===== src/rtl/nse_pkg.sv =====
package nse_pkg;
  typedef enum logic [2:0] {
    ST_IDLE, ST_RST, ST_CMD1, ST_CMD2, ST_RD, ST_CHK, ST_FIN
  } nse_state_e;

  localparam logic [7:0] CMD_READ_MODE   = 8'hFF;
  localparam logic [7:0] CMD_ERASE_SETUP = 8'h20;
  localparam logic [7:0] CMD_ERASE_GO    = 8'hD0;
  localparam logic [7:0] CMD_PROG_BYTE   = 8'h40;
  localparam int         RDY_BIT         = 7;
  localparam logic [7:0] FAIL_MASK       = 8'h7F;
endpackage


===== src/rtl/nse_timer.sv =====
module nse_timer #(
  parameter int TW = 16
) (
  input  logic          clk,
  input  logic          rst_n,
  input  logic          clr,
  input  logic          run,
  input  logic [TW-1:0] limit,
  output logic          expired
);
  logic [TW-1:0] cnt_q;

  // saturating elapsed-cycle count since the last command write
  always_ff @(posedge clk) begin
    if (!rst_n)                   cnt_q <= '0;
    else if (clr)                 cnt_q <= '0;
    else if (run && cnt_q != '1)  cnt_q <= cnt_q + 1'b1;
  end

  assign expired = cnt_q > limit;
endmodule


===== src/rtl/nse_fail_latch.sv =====
module nse_fail_latch #(
  parameter int AW = 12
) (
  input  logic          clk,
  input  logic          rst_n,
  input  logic          clr,
  input  logic          cap_hw,
  input  logic          cap_tmo,
  input  logic [7:0]    stat_in,
  input  logic [AW-1:0] off_in,
  output logic          err,
  output logic          err_tmo,
  output logic [7:0]    err_status,
  output logic [AW-1:0] err_off
);
  always_ff @(posedge clk) begin
    if (!rst_n || clr) begin
      err        <= 1'b0;
      err_tmo    <= 1'b0;
      err_status <= '0;
      err_off    <= '0;
    end else if (cap_hw || cap_tmo) begin
      err        <= 1'b1;
      err_tmo    <= cap_tmo;
      err_status <= stat_in;
      err_off    <= off_in;
    end
  end
endmodule


===== src/rtl/nse_fsm.sv =====
module nse_fsm
  import nse_pkg::*;
#(
  parameter int AW = 12,
  localparam int LW = AW + 1
) (
  input  logic          clk,
  input  logic          rst_n,
  input  logic          start,
  input  logic          op_erase,
  input  logic [AW-1:0] base_off,
  input  logic [LW-1:0] blk_len,
  input  logic          s_valid,
  input  logic [7:0]    s_data,
  input  logic [7:0]    fl_rdata,
  input  logic          tmo_hit,
  output logic          s_ready,
  output logic          fl_wr,
  output logic          fl_rd,
  output logic [AW-1:0] fl_addr,
  output logic [7:0]    fl_wdata,
  output logic          busy,
  output logic          launch,
  output logic          is_erase,
  output logic          tmr_clr,
  output logic          tmr_run,
  output logic          fin_ok,
  output logic          fin_hw,
  output logic          fin_tmo,
  output logic [AW-1:0] cur_off
);
  nse_state_e    state_q;
  logic          erase_q;
  logic [AW-1:0] off_q;
  logic [LW-1:0] left_q;
  logic          adv, rdy, bad;

  assign adv      = erase_q || s_valid;
  assign rdy      = fl_rdata[RDY_BIT];
  assign bad      = |(fl_rdata & FAIL_MASK);
  assign busy     = state_q != ST_IDLE;
  assign launch   = (state_q == ST_IDLE) && start;
  assign is_erase = erase_q;
  assign cur_off  = off_q;
  assign tmr_clr  = (state_q == ST_CMD2) && adv;
  assign tmr_run  = (state_q == ST_RD) || (state_q == ST_CHK);
  assign fin_ok   = state_q == ST_FIN;
  assign fin_hw   = (state_q == ST_CHK) && rdy && bad;
  assign fin_tmo  = (state_q == ST_CHK) && !rdy && tmo_hit;

  always_comb begin
    fl_wr    = 1'b0;
    fl_rd    = 1'b0;
    fl_addr  = off_q;
    fl_wdata = CMD_READ_MODE;
    s_ready  = 1'b0;
    unique case (state_q)
      ST_RST, ST_FIN: begin
        fl_wr   = 1'b1;
        fl_addr = '0;
      end
      ST_CMD1: begin
        fl_wr    = 1'b1;
        fl_wdata = erase_q ? CMD_ERASE_SETUP : CMD_PROG_BYTE;
      end
      ST_CMD2: begin
        s_ready  = !erase_q;
        fl_wr    = adv;
        fl_wdata = erase_q ? CMD_ERASE_GO : s_data;
      end
      ST_RD:   fl_rd = 1'b1;
      default: ;
    endcase
  end

  always_ff @(posedge clk) begin
    if (!rst_n) begin
      state_q <= ST_IDLE;
      erase_q <= 1'b0;
      off_q   <= '0;
      left_q  <= '0;
    end else begin
      unique case (state_q)
        ST_IDLE: if (start) begin
          erase_q <= op_erase;
          off_q   <= base_off;
          left_q  <= blk_len;
          state_q <= ST_RST;
        end
        ST_RST:  state_q <= (!erase_q && left_q == '0) ? ST_FIN : ST_CMD1;
        ST_CMD1: state_q <= ST_CMD2;
        ST_CMD2: if (adv) begin
          if (!erase_q) left_q <= left_q - 1'b1;
          state_q <= ST_RD;
        end
        ST_RD:   state_q <= ST_CHK;
        ST_CHK: begin
          if (rdy) begin
            if (bad)                        state_q <= ST_IDLE;
            else if (erase_q || left_q == '0) state_q <= ST_FIN;
            else begin
              off_q   <= off_q + 1'b1;
              state_q <= ST_RST;
            end
          end else if (tmo_hit) state_q <= ST_IDLE;
          else                  state_q <= ST_RD;
        end
        ST_FIN:  state_q <= ST_IDLE;
        default: state_q <= ST_IDLE;
      endcase
    end
  end
endmodule


===== src/rtl/nor_stat_engine.sv =====
module nor_stat_engine #(
  parameter int AW = 12,
  parameter int TW = 16,
  localparam int LW = AW + 1
) (
  input  logic          clk,
  input  logic          rst_n,
  input  logic          start,
  input  logic          op_erase,
  input  logic [AW-1:0] base_off,
  input  logic [LW-1:0] blk_len,
  input  logic [TW-1:0] erase_tmo,
  input  logic [TW-1:0] write_tmo,
  input  logic          s_valid,
  output logic          s_ready,
  input  logic [7:0]    s_data,
  output logic          fl_wr,
  output logic          fl_rd,
  output logic [AW-1:0] fl_addr,
  output logic [7:0]    fl_wdata,
  input  logic [7:0]    fl_rdata,
  output logic          busy,
  output logic          done,
  output logic          err,
  output logic          err_tmo,
  output logic [7:0]    err_status,
  output logic [AW-1:0] err_off
);
  logic          launch, is_erase, tmr_clr, tmr_run, tmo_hit;
  logic          fin_ok, fin_hw, fin_tmo;
  logic [AW-1:0] cur_off;
  logic [TW-1:0] limit;

  assign limit = is_erase ? erase_tmo : write_tmo;

  nse_fsm #(.AW(AW)) fsm_i (
    .clk, .rst_n, .start, .op_erase, .base_off, .blk_len,
    .s_valid, .s_data, .fl_rdata, .tmo_hit,
    .s_ready, .fl_wr, .fl_rd, .fl_addr, .fl_wdata,
    .busy, .launch, .is_erase, .tmr_clr, .tmr_run,
    .fin_ok, .fin_hw, .fin_tmo, .cur_off
  );

  nse_timer #(.TW(TW)) tmr_i (
    .clk, .rst_n, .clr(tmr_clr), .run(tmr_run), .limit, .expired(tmo_hit)
  );

  nse_fail_latch #(.AW(AW)) fail_i (
    .clk, .rst_n, .clr(launch), .cap_hw(fin_hw), .cap_tmo(fin_tmo),
    .stat_in(fl_rdata), .off_in(cur_off),
    .err, .err_tmo, .err_status, .err_off
  );

  always_ff @(posedge clk) begin
    if (!rst_n) done <= 1'b0;
    else        done <= fin_ok || fin_hw || fin_tmo;
  end
endmodule


===== config.mk =====
export PLATFORM = sky130hd
export DESIGN_NAME = nor_stat_engine
export DESIGN_NICKNAME = d
export VERILOG_FILES = /design/src/rtl/nse_pkg.sv /design/src/rtl/nse_timer.sv /design/src/rtl/nse_fail_latch.sv /design/src/rtl/nse_fsm.sv /design/src/rtl/nor_stat_engine.sv
export SDC_FILE = /design/constraint.sdc
export NUM_CORES = 1
export LEC_CHECK = 0
export BUFFER_PORTS_ARGS = -buffer_cell sky130_fd_sc_hd__clkbuf_2
export CORE_MARGIN = 2
export CORE_UTILIZATION = 52
export CTS_CLUSTER_SIZE = 25
export DETAILED_ROUTE_END_ITERATION = 8
export GPL_ROUTABILITY_DRIVEN = 1
export PLACE_DENSITY = 0.88
export SLEW_MARGIN = 20
export SYNTH_ARGS = -nofsm -noshare
export SYNTH_HDL_FRONTEND = slang
export SYNTH_SLANG_ARGS = --single-unit
export TNS_END_PERCENT = 100

===== constraint.sdc =====
create_clock -name clk -period 3.5 [get_ports clk]
set_input_delay 0.35 -clock clk [delete_from_list [all_inputs] [get_ports clk]]
set_output_delay 0.35 -clock clk [all_outputs]
set_load 0.01 [all_outputs]

==> impl.org, run 1 <==
** Detailed routing
- Routed vias :: 4,528
- After detailed routing, the average wire length per cell comes to 15.6 µm.
- For this block, the routed nets add up to 11.8 mm of wire.
- Mean number of vias per cell :: 5.99
- Routed Antenna Nets :: 0
- Remaining design rule violation count :: 0
- 1st-iter DRT viols :: 332
- Count of TritonRoute iterations in the first routing pass :: 7

** STA
- For the pin with the worst max-slew slack, the measured transition is 0.804 ns.
- For the final routed database, the setup TNS stands at 0 ns.
- On the final layout, the worst hold slack is 0.257 ns.
- Number of endpoints with negative hold slack in the final report :: 0
- Final clock skew :: 0.00890 ns
- Relative slew margins :: 46.2%
- Final setup violation count :: 0
- Max Fclk :: 329 MHz
- Counting I/O delays and the setup requirement, the final critical path takes 3.04 ns.
- Share of the clock period used by the worst path after layout :: 86.8%
- RSZ-0062 raised after global routing :: false
- Pins over their slew limit :: 0

** Global route
- Global-route wire length before repair :: 19.3 mm
- For this run, the total global-route usage over all layers was measured as 27.1%.
- The number of antenna violations at the first check in global routing came to 0.
- Largest net degree at the start of global routing :: 26
- The number of global-route vias before repair is 4,163.
- Total congestion overflow after global routing :: 0

** Yosys
- For this run, the leading register cell type out of synthesis is dfxtp_1.
- Synthesis produced a netlist whose cell count is 542.
- Yosys top cell area share :: 32.4%
- Summed over all instances, the cell type with the most area after synthesis is dfxtp_1.
- Seq cells post-synth :: 68
- Counting flops with a built-in enable in the synthesized netlist gives 0.
- The average instance in the mapped netlist occupies 7.76 µm².
- In this run the cell area of the synthesized design comes to 4210 µm².
- Async set-reset flop share out of synthesis :: 0%
- Net count after synthesis :: 639
- During synthesis, Yosys emitted a total of 0 warnings.
- Counting distinct cell types in the post-synthesis netlist gives 60.
- Post-synthesis sequential area ratio :: 32.4%
- Ranked by total cell area, the synthesized netlist is headed by dfxtp_1 (32%), a21oi_1 (7.1%), ha_1 (5.6%), nand2_1 (5.1%), nor2_1 (5.1%).

** Run
- Number of max-cap violations :: 0

** Clock network
- The number of hold buffers added after CTS was 0.
- Clk Latency, worst-skew pair :: 0.35 ns
- Clock Tree Buf Depth :: 2
- TritonCTS built the clock tree.
- CTS saw 68 sinks.
- H-tree levels :: 3
- The root buffer cell chosen for the clock tree is clkbuf_8.
- The number of clock buffers added by TritonCTS is 9.
- Post CTS Setup Buffer Count :: 0
- After clock tree synthesis, the clock-pin slew on the worst setup and hold paths is 0.08 ns.

** Critical path
- STA puts the critical path data arrival time at 3.30 ns.
- The critical path is of the reg2reg type.
- Worst reg2reg path depth :: 8
- The critical path runs through a total of 8 cells.
- For this design, the slowest cell found on the critical path is and4_1.
- Cell chain of the critical path :: mux2i_1 -> ha_1 -> nand4_1 -> nor2_1 -> nor3_1 -> and4_1 -> o21bai_1 -> a311oi_1
- Crit. End Element :: flip-flop
- Along the worst path, the maximum fanout reaches 22.
- CP max stage delay :: 0.75 ns
- Counting both buffers and inverters, the worst setup path holds a total of 0.
- CP top delay family :: simple AND/OR/NAND/NOR gates
- For the worst setup path, the data required time is 3.76 ns.
- Element type at the critical path start :: flip-flop

** Die
- For this configuration, the core starts out at a cell density of 54.2%.
- 125 I/O pins were placed.
- Std-Cell Core Area :: 7770 µm²
- The die covers 8830 µm².
- Height of the die :: 94.0 µm
- Chip Width :: 94.0 µm
- The floorplan has 32 rows.

** Layout
- Across the whole layout, storage elements account for 1360 µm².
- Total area of multi-input combinational cells :: 2650 µm²
- Leaving out filler cells and counting taps, the final layout contains 756.
- Relative to the synthesized area, the layout overhead comes to 19.7%.
- The repair_antennas step left the layout with diodes totalling 0.
- Share of the core filled with cells in the final layout :: 64.9%
- Number of fillers in the final layout :: 670
- Cells with a size suffix above 1 make up 25.5% of the layout.
- Total Nets Final :: 746

** Place
- Placer congestion estimate :: 0.869
- The count of buffers added on input and output ports is 124.
- Summed over all nets, the half-perimeter wirelength after detailed placement is 8.63 mm.
- After detailed placement, the design holds a cell count of 740.

** Power
- Power comes to 1920 µW.
- Dividing total power by cell area gives a power density of 381 nW/µm².
- Peak supply drop :: 274 µV
- Total leakage power :: 0.00210 µW

** Worst hold path
- Counting instances, the worst hold path has a depth of 3.
- The worst hold path belongs to the class in2reg.

** Status
- Result of the run :: finished, final reports clean
-- final timing paths --
path                                           start                   end  slack, ns
worst min register to register  fail_i.err_status[7]  fail_i.err_status[7]       0.48
worst max-delay path                  fsm_i.is_erase      fsm_i.state_q[2]       0.46
worst max register to register        fsm_i.is_erase      fsm_i.state_q[2]       0.46
worst min-delay path                     fl_rdata[6]  fail_i.err_status[6]       0.26
-- where the power goes --
group          total, µW  switching [µW]  internal (µW)
Combinational        458             261            197
Clock                584             324            260
Sequential           879            67.8            811
-- Yosys cell counts (4+ instances only) --
master,instances
inv_1,10
a22oi_1,4
and4_1,5
nand3_1,38
a21oi_1,60
nand4_1,11
dfxtp_1,68
clkbuf_1,29
nor2_1,57
ha_1,19
o31ai_1,5
and2_1,15
or3_1,4
xor2_1,12
a21o_1,5
a211oi_1,5
o32ai_1,4
nor3_1,13
nand2_1,57
o211ai_1,21
buf_2,5
mux2i_1,15
nand2b_1,4
o21ai_0,21
-- layout by cell type (no fill, tap or decap), types with 5 or more instances in the layout --
cell type and count:
ha_1 19, xor2_1 12, and2_1 15, a21o_1 5, clkbuf_2 124, inv_1 10
o21ai_0 21, nand2_1 57, a211oi_1 5, o211ai_1 21, mux2i_1 15, nand4_1 11
nor2_1 57, nand3_1 38, nor3_1 13, buf_4 8, dfxtp_1 67, and4_1 5
clkbuf_8 9, a21oi_1 60
-- worst min-delay path, delay by kind of cell --
kind | cells | cell delay [ns]
buf+inv | 1 | 0.10
simple gates | 1 | 0.06
compound gates | 1 | 0.06
-- layout make-up --
cell class / instances / area share (%)
Multi-Input combinational cell: 428 / 52.7
Sequential cell: 68 / 27.0
Timing Repair Buffer: 132 / 13.5
Tap cell: 102 / 2.53
Clock buffer: 9 / 2.46
Clock inverter: 7 / 1.04
Inverter: 10 / 0.745
-- per-stage QoR --
stage / instance area (µm²) / setup WS [ns]
final: 5040 / 0.461
after global routing: 5040 / 0.154
after CTS: 5040 / 0.146
after detailed placement: 4860 / 0.172
after global placement: 4860 / 0.466
after floorplan: 4210 / 0.397
-- cell families (layout without fill, tap and decap cells) --
family / Yosys count / after routing / share of synthesized area (%)
multiplexers: 16 / 16 / 3.84
AND/OR/NAND/NOR: 224 / 224 / 26.7
adder cells (fa/ha/maj): 19 / 19 / 5.65
AO/OA/AOI/OAI: 155 / 155 / 23.8
XOR/XNOR: 14 / 14 / 2.91
flip-flops: 68 / 68 / 32.4
buffers and inverters: 46 / 158 / 4.70
-- registers in the layout, summed over array words and instances, names as in the netlist --
signal,count
tmr_i.cnt_q,16
fsm_i.left_q,13
fail_i.err_off,12
fsm_i.cur_off,12
fail_i.err_status,8
fsm_i.state_q,3
done,1
fail_i.err,1
fail_i.err_tmo,1
fsm_i.is_erase,1
-- repair_timing --
action	in CTS	in global routing
resized for setup	0	1
hold endpoints to repair	0	0
endpoints found under the setup margin	0	22
-- routing by layer --
metal	GRT usage, %	wire (µm)	vias to the layer above
met5	0	0	-
met4	11.1	291	0
met3	6.66	840	30
met2	45.8	5860	171
met1	33.0	4830	2139
li1	-	-	2188
Power figures use the tool's default switching activity.
==> run 2, diff against run 1 <==
- CORE_UTILIZATION: 52 -> 47
- PLACE_DENSITY: 0.88 -> 0.85
- clock period: 3.5 -> 2.6 ns (I/O delays scaled with it)
==> run 2 against run 1 <==
Worst hold slack got worse by 0.093 ns. Sequential power rose by 34%. Final cell count up 1.7%. Clock-buffer cell count unchanged. Clock power grew 66%. Sequential share of layout area is 0.79 points lower. Cell area increased by 2.9%. Routed wire length grew 1.9%. Critical path depth is 2 higher. First-iteration DRC count increased by 16%. Largest power group unchanged.
==> impl.org, run 2 (synthesized netlist as in run 1, its figures left out) <==
** Clock network
- Hold-fix buffer count after cts :: 0
- Num Clock Sinks :: 68
- Root buffer cell :: clkbuf_8
- TritonCTS built the clock tree.
- Clk Latency, worst-skew pair :: 0.35 ns
- After clock tree synthesis, the clock-pin slew on the worst setup and hold paths is 0.08 ns.
- The number of clock buffers added by TritonCTS is 9.
- After clock tree synthesis, the setup repair step added 0 buffers.
- CTS built an H-tree with a depth of 3.
- Counting along the longest clock path gives a buffer depth of 2.
- Post-cts sizing count :: 0

** Critical path
- Number of buffer and inverter instances along the worst setup path :: 2
- Crit. End Element :: flip-flop
- In this design, the largest share of critical-path delay is due to simple AND/OR/NAND/NOR gates.
- Traced cell by cell, the critical path runs through buf_6 -> mux2_2 -> ha_1 -> nand2_1 -> nor2_1 -> and2_1 -> or3_1 -> buf_12 -> o211ai_1 -> a21oi_1.
- Element type at the critical path start :: flip-flop
- Top fanout value on the critical path :: 21
- Critical path start-end classification :: reg2reg
- For the worst setup path, the data required time is 2.80 ns.
- STA puts the critical path data arrival time at 2.67 ns.
- Max stage delay cell, worst path :: dfxtp_1
- CP max stage delay :: 0.38 ns

** STA
- Setup violations remaining at the end of the flow were counted as 0.
- For the finished layout, the period the worst path requires is 2.47 ns.
- Setup TNS :: 0 ns
- Number of endpoints with negative hold slack in the final report :: 0
- Relative slew margins :: 46.2%
- On the final layout, the worst hold slack is 0.165 ns.
- Actual transition at the worst max-transition pin :: 0.806 ns
- Share of the clock period used by the worst path after layout :: 94.9%
- Final clock skew :: 0.00807 ns
- Pins over their slew limit :: 0
- Max Fclk :: 405 MHz

** Layout
- Number of flip-flops under the largest register name :: 16
- Of the cells placed in the final design, the portion with a size suffix greater than 1 is 26.6%.
- Most frequent cells in the layout :: clkbuf_2 (124), dfxtp_1 (68), a21oi_1 (60), nor2_1 (57), nand2_1 (57)
- In the final layout, the multi-input gates occupy 2670 µm².
- Biggest regs :: tmr_i.cnt_q x16, fsm_i.left_q x13
- In the final layout, flip-flops and latches occupy 1360 µm².
- The library cell used most frequently in the layout, excluding fill and tap cells, is clkbuf_2.
- Largest reg by FF count :: tmr_i.cnt_q
- The net count of the finished layout is 754.
- ANT cells :: 0
- After filler insertion, the fill cell instance count of the layout stands at 764.
- Share of the core filled with cells in the final layout :: 59.5%
- Relative to the synthesized area, the layout overhead comes to 23.2%.
- Finished Cell Area :: 5180 µm²

** Detailed routing
- Routed vias :: 4,542
- Remaining design rule violation count :: 0
- In this run, the number of DRC markers left after iteration 0 of detailed routing was 386.
- Mean number of vias per cell :: 5.91
- The detail route stage leaves a number of antenna-violating nets equal to 0.
- The first TritonRoute pass finished after 5 iterations.
- After detailed routing, the average wire length per cell comes to 15.7 µm.
- For this block, the routed nets add up to 12.1 mm of wire.

** Global route
- The number of global-route vias before repair was 4,177.
- Total routing resource utilization after global routing :: 24.1%
- The first global-routing pass estimated 19.5 mm of wire.
- Antenna violations before repair :: 0
- Largest net degree at the start of global routing :: 25
- Global routing finished with a remaining overflow of 0.

** Power
- Total leakage power :: 0.00217 µW
- Power Dens Cells :: 539 nW/µm²
- IR analysis of the VDD net gives a maximum drop of 338 µV.

** Die
- Total die area :: 9730 µm²
- The floorplan step defined a core boundary enclosing 8720 µm².
- Initial core utilization :: 48.2%
- Measured along the x axis, the die boundary spans 98.6 µm.
- I/O pin count :: 125
- The die is 98.6 µm tall.
- In this run the core area contains 34 standard-cell rows.

** Place
- At the end of routability-driven placement, the weighted congestion stood at 0.894.
- Detailed placer's ending HPWL :: 8.85 mm
- Instance area after placement :: 4950 µm²
- IO Port Bufs :: 124

** Worst hold path
- The min-delay analysis places its worst path in the category in2reg.

** Status
- The run finished with clean final reports.

** Run
- Across the run, the number of max-cap violations was 0.
-- run 2: cell type report --
type | count | area share (%)
repair buffers | 140 | 14.8
inverters | 10 | 0.724
clock inverters | 6 | 1.71
flip-flops and latches | 68 | 26.3
clock buffers | 9 | 2.39
well taps | 108 | 2.61
multi-input cells | 428 | 51.5
-- run 2: path summary, 6_finish.rpt --
kind	startpoint	to	slack (ns)	depth (start not counted)
min reg2reg	fail_i.err_status[7]	fail_i.err_status[7]	0.48	2
min	fl_rdata[0]	fail_i.err_status[0]	0.16	3
max reg2reg	fsm_i.is_erase	fail_i.err_off[4]	0.13	10
max	fsm_i.is_erase	fail_i.err_off[4]	0.13	10
-- run 2: through the flow --
step                      cells  setup slack [ns]  total power (µW)
after detailed placement    754             0.106              1830
after floorplan             542            0.0206              1620
final                       769             0.134              2800
after global routing        769           -0.0222              2920
after CTS                   769            0.0860              2790
after global placement      754             0.174              1810
-- run 2: worst reg2reg max path, cell delays in order, from the launching register on --
cell and delay [ns]:
dfxtp_1 0.38, buf_6 0.23, mux2_2 0.36, ha_1 0.27, nand2_1 0.06, nor2_1 0.04, and2_1 0.18, or3_1 0.36
buf_12 0.18, o211ai_1 0.17, a21oi_1 0.09
-- run 2: report_power, final --
group | total (µW) | leakage [µW] | internal [µW] | switching [µW]
Clock | 969 | 0.000102 | 536 | 433
Sequential | 1180 | 0.000552 | 1090 | 84.0
Combinational | 652 | 0.00151 | 277 | 376
Total | 2800 | 0.00217 | 1900 | 893
-- run 2: layer usage --
metal	vias up	global-route usage, %	part of all wire, %
li1	2212	-	-
met1	2116	31.9	43
met2	194	39.7	48
met3	20	5.39	7.4
met4	0	6.74	1.7
met5	-	0	0
==> run 3, diff against run 2 <==
- CORE_UTILIZATION: 47 -> 48
- SYNTH_HIERARCHICAL: default -> 1
==> run 3 against run 2 <==
The flow now finishes with violations (negative setup slack). Routed wire length grew 15%. Worst setup slack lost 0.38 ns. Sequential cell count is the same. Final cell count grew 5.5%. Critical endpoint is now fail_i/err_off[11]. Largest cell class unchanged. Largest power group unchanged. Highest routed layer unchanged.
==> impl.org, run 3 <==
** Status
- The flow ran to the end, but the final reports show violations.
- The checks that failed: negative setup slack.

** Detailed routing
- Summed over all layers, the routed wires come to 13.8 mm.
- For this run, design rule violations remaining after detail routing come to 0.
- 1st-iter DRT viols :: 473
- Before antenna repair, the detailed router went through 5 iterations.
- The count of nets left with antenna violations once routing finished came out at 0.
- Mean number of vias per cell :: 6.06
- The routed layout has 4,912 vias.
- Dividing the detail-routed wire length by the instance count gives 17.1 µm.

** Power
- Total leakage power :: 0.00245 µW
- Overall power after layout :: 3060 µW
- VDD sags by at most 330 µV.
- Power Dens Cells :: 524 nW/µm²

** Yosys
- The mapped netlist covers 4460 µm².
- Synth area leader :: dfxtp_1
- Syn Inst Count :: 560
- For this run, asynchronously set or reset flops after synthesis account for 0%.
- Cell with the most instances after synthesis :: dfxtp_1
- Count of flip-flops with a built-in enable after synthesis :: 0
- The number of nets handed over by synthesis was 657.
- Post-synthesis sequential area ratio :: 30.5%
- Each instance of the synthesized netlist takes up on average 7.96 µm².
- List of most frequent post-synthesis cells :: dfxtp_1 (68), a21oi_1 (60), nand2_1 (58)
- Most used DFF post-synth :: dfxtp_1
- The Yosys step of the flow raised 6 warnings.
- After synthesis, the netlist uses 67 different library cells.
- Yosys top cell area share :: 30.5%
- Area contributors post-synth :: dfxtp_1 (31%), a21oi_1 (6.7%), ha_1 (5.3%), nand2_1 (4.9%), o21ai_0 (4.8%)
- Counting flops and latches in the post-synthesis netlist gives 68.

** Layout
- Largest reg by FF count :: tmr_i/cnt_q
- Number of fillers in the final layout :: 710
- 0 antenna diodes ended up in the layout.
- The top cell types in the final layout, fill and taps aside, are clkbuf_2 (124), dfxtp_1 (67), nand2_1 (58), a21oi_1 (50), nor2_1 (43).
- In the final design database the tool counted 792 nets.
- Cells fill 64.0% of the core in the end.
- Finished Cell Area :: 5830 µm²
- The register with the most flip-flops in the layout has 16 of them.
- Area growth syn-to-layout :: 30.8%
- In the final layout, the registers with the most flip-flops are tmr_i/cnt_q x16, fsm_i/left_q x13.
- Share of cells above drive strength 1 :: 36.0%
- The count of cells in the finished layout, fillers not included, comes to 811.
- The library cell used most frequently in the layout, excluding fill and tap cells, is clkbuf_2.

** STA
- Setup repair after global routing could not meet its margin everywhere.
- In this run the tightest slew margin relative to its limit is 49.4%.
- Across all setup checks in the final design, the least slack found is -0.251 ns.
- Max Fclk :: 351 MHz
- The number of pins exceeding their max-slew limit in the final report is 0.
- Setup violations remaining at the end of the flow were counted as 24.
- For the pin with the worst max-slew slack, the measured transition is 0.758 ns.
- Number of endpoints with negative hold slack in the final report :: 0
- Dividing the final minimum period by the clock period gives 110%.
- After layout, the minimum clock period comes to 2.85 ns.
- Across the routed clock network, the largest skew measured is 0.0108 ns.

** Global route
- Global routing finished with a remaining overflow of 0.
- Largest net degree at the start of global routing :: 44
- The number of global-route vias before repair is 4,450.
- Antenna violations before repair :: 0
- In the global route stage, overall resource usage came out at 25.7%.
- The first global-routing pass estimated 21.1 mm of wire.

** Clock network
- Root buffer cell :: clkbuf_8
- The clock tree synthesis step divided the H-tree into 3 levels.
- In this run the deepest clock path goes through 2 buffers.
- TritonCTS built the clock tree.
- Counting every sink on the clock net gives 68.
- Number of buffers created by CTS :: 9
- Clk Latency, worst-skew pair :: 0.34 ns
- Worst-path clk slew :: 0.08 ns

** Critical path
- Among the stages of the critical path, the cell type that occurs most often is a21oi_2.
- Top fanout value on the critical path :: 6
- For the worst setup path, the data required time is 2.88 ns.
- The worst setup path is captured at a flip-flop.
- Walking the worst path, the cells encountered are buf_8 -> buf_6 -> mux2_4 -> inv_2 -> ha_4 -> nand4_1 -> a21oi_2 -> a211oi_2 -> a21oi_4 -> nor3b_4 -> buf_4 -> or3b_4 -> a21oi_2.
- The kind of cell with the highest combined delay along the critical path is simple AND/OR/NAND/NOR gates.
- The worst setup path is launched from a flip-flop.
- CP max stage delay :: 0.37 ns
- Data arrival time of the worst path :: 3.13 ns
- Number of buffer and inverter instances along the worst setup path :: 4
- The largest individual stage delay along the critical path comes from the cell dfxtp_4.
- Critical path start-end classification :: reg2reg

** Die
- Pin placement for this block handled 125 I/O pins.
- Total die area :: 10,100 µm²
- The core region is 9110 µm².
- The die is 100 µm tall.
- Row count :: 35
- Initial core utilization :: 49.0%
- Chip Width :: 100 µm

** Place
- Placer congestion estimate :: 0.888
- Instance area after placement :: 5200 µm²
- IO Port Bufs :: 124
- Summed over all nets, the half-perimeter wirelength after detailed placement is 8.98 mm.
- After detailed placement, the design holds a cell count of 777.

** Run
- Max-cap violations in this run came to 0.

** Worst hold path
- Kind of path behind the tightest hold check :: in2reg
==> run 3: routing by layer <==
metal | GRT usage, % | up-vias | wire length, µm
met4 | 9.59 | 0 | 418
met3 | 4.53 | 50 | 815
met5 | 0 | - | 0
met1 | 32.4 | 2339 | 5810
met2 | 44.0 | 216 | 6810
li1 | - | 2307 | -
==> run 3: cell type report <==
type	instances	area (µm²)	area share [%]
multi-input combinational	436	3130	53.6
sequential	68	1370	23.4
timing repair buffer	157	917	15.7
tap	111	139	2.38
clock buffer	10	138	2.36
inverter	23	86.3	1.48
clock inverter	6	62.6	1.07
==> run 3: cells by family after synthesis <==
| family | synth area share, % |
|---|---|
| multiplexers | 5.33 |
| XOR/XNOR | 2.55 |
| flip-flops | 30.5 |
| AO/OA/AOI/OAI | 21.0 |
| buffers and inverters | 6.20 |
| adder cells (fa/ha/maj) | 5.33 |
| AND/OR/NAND/NOR | 29.1 |
==> run 3: what timing repair did <==
item	4_1_cts	5_1_grt
gates cloned	4	0
endpoints found under the setup margin	22	24
pin swaps	32	17
gates resized for setup	59	23
setup buffers	7	9
hold endpoints to repair	0	0
hold buffers	0	0
==> run 3: power breakdown <==
group | internal (µW) | switching [µW] | leakage (µW) | total [µW]
clock network | 470 | 430 | 0.000106 | 900
registers | 1110 | 115 | 0.000553 | 1220
logic | 418 | 518 | 0.00179 | 936
==> run 3: worst reg2reg max path, delay by kind of cell (launching register included) <==
kind                       cells  cell delay (ns)
buffers and inverters          4             0.50
and+or+nand+nor                3             0.81
AOI/OAI and AO/OA              4             0.62
DFF                            1             0.37
adders and majority gates      1             0.19
muxes                          1             0.29
==> run 3: path summary, 6_finish.rpt <==
| path | cells past startpoint | slack [ns] | to | startpoint |
|---|---|---|---|---|
| worst max-delay path | 13 | -0.25 | fail_i/err_off[11] | fsm_i/is_erase |
| worst min-delay path | 3 | 0.18 | fail_i/err_status[0] | fl_rdata[0] |
| worst max register to register | 13 | -0.25 | fail_i/err_off[11] | fsm_i/is_erase |
| worst min register to register | 2 | 0.47 | fsm_i/left_q[1] | fsm_i/left_q[1] |
==> run 3: through the flow <==
step                hold slack, ns  setup slack (ns)  setup TNS [ns]
floorplan                    0.388            0.0330               0
global placement             0.452            -0.166           -1.88
detailed placement           0.460            -0.319           -4.75
CTS                          0.184           -0.0441          -0.379
global route                 0.177            -0.393           -7.05
finish                       0.176            -0.251           -3.86
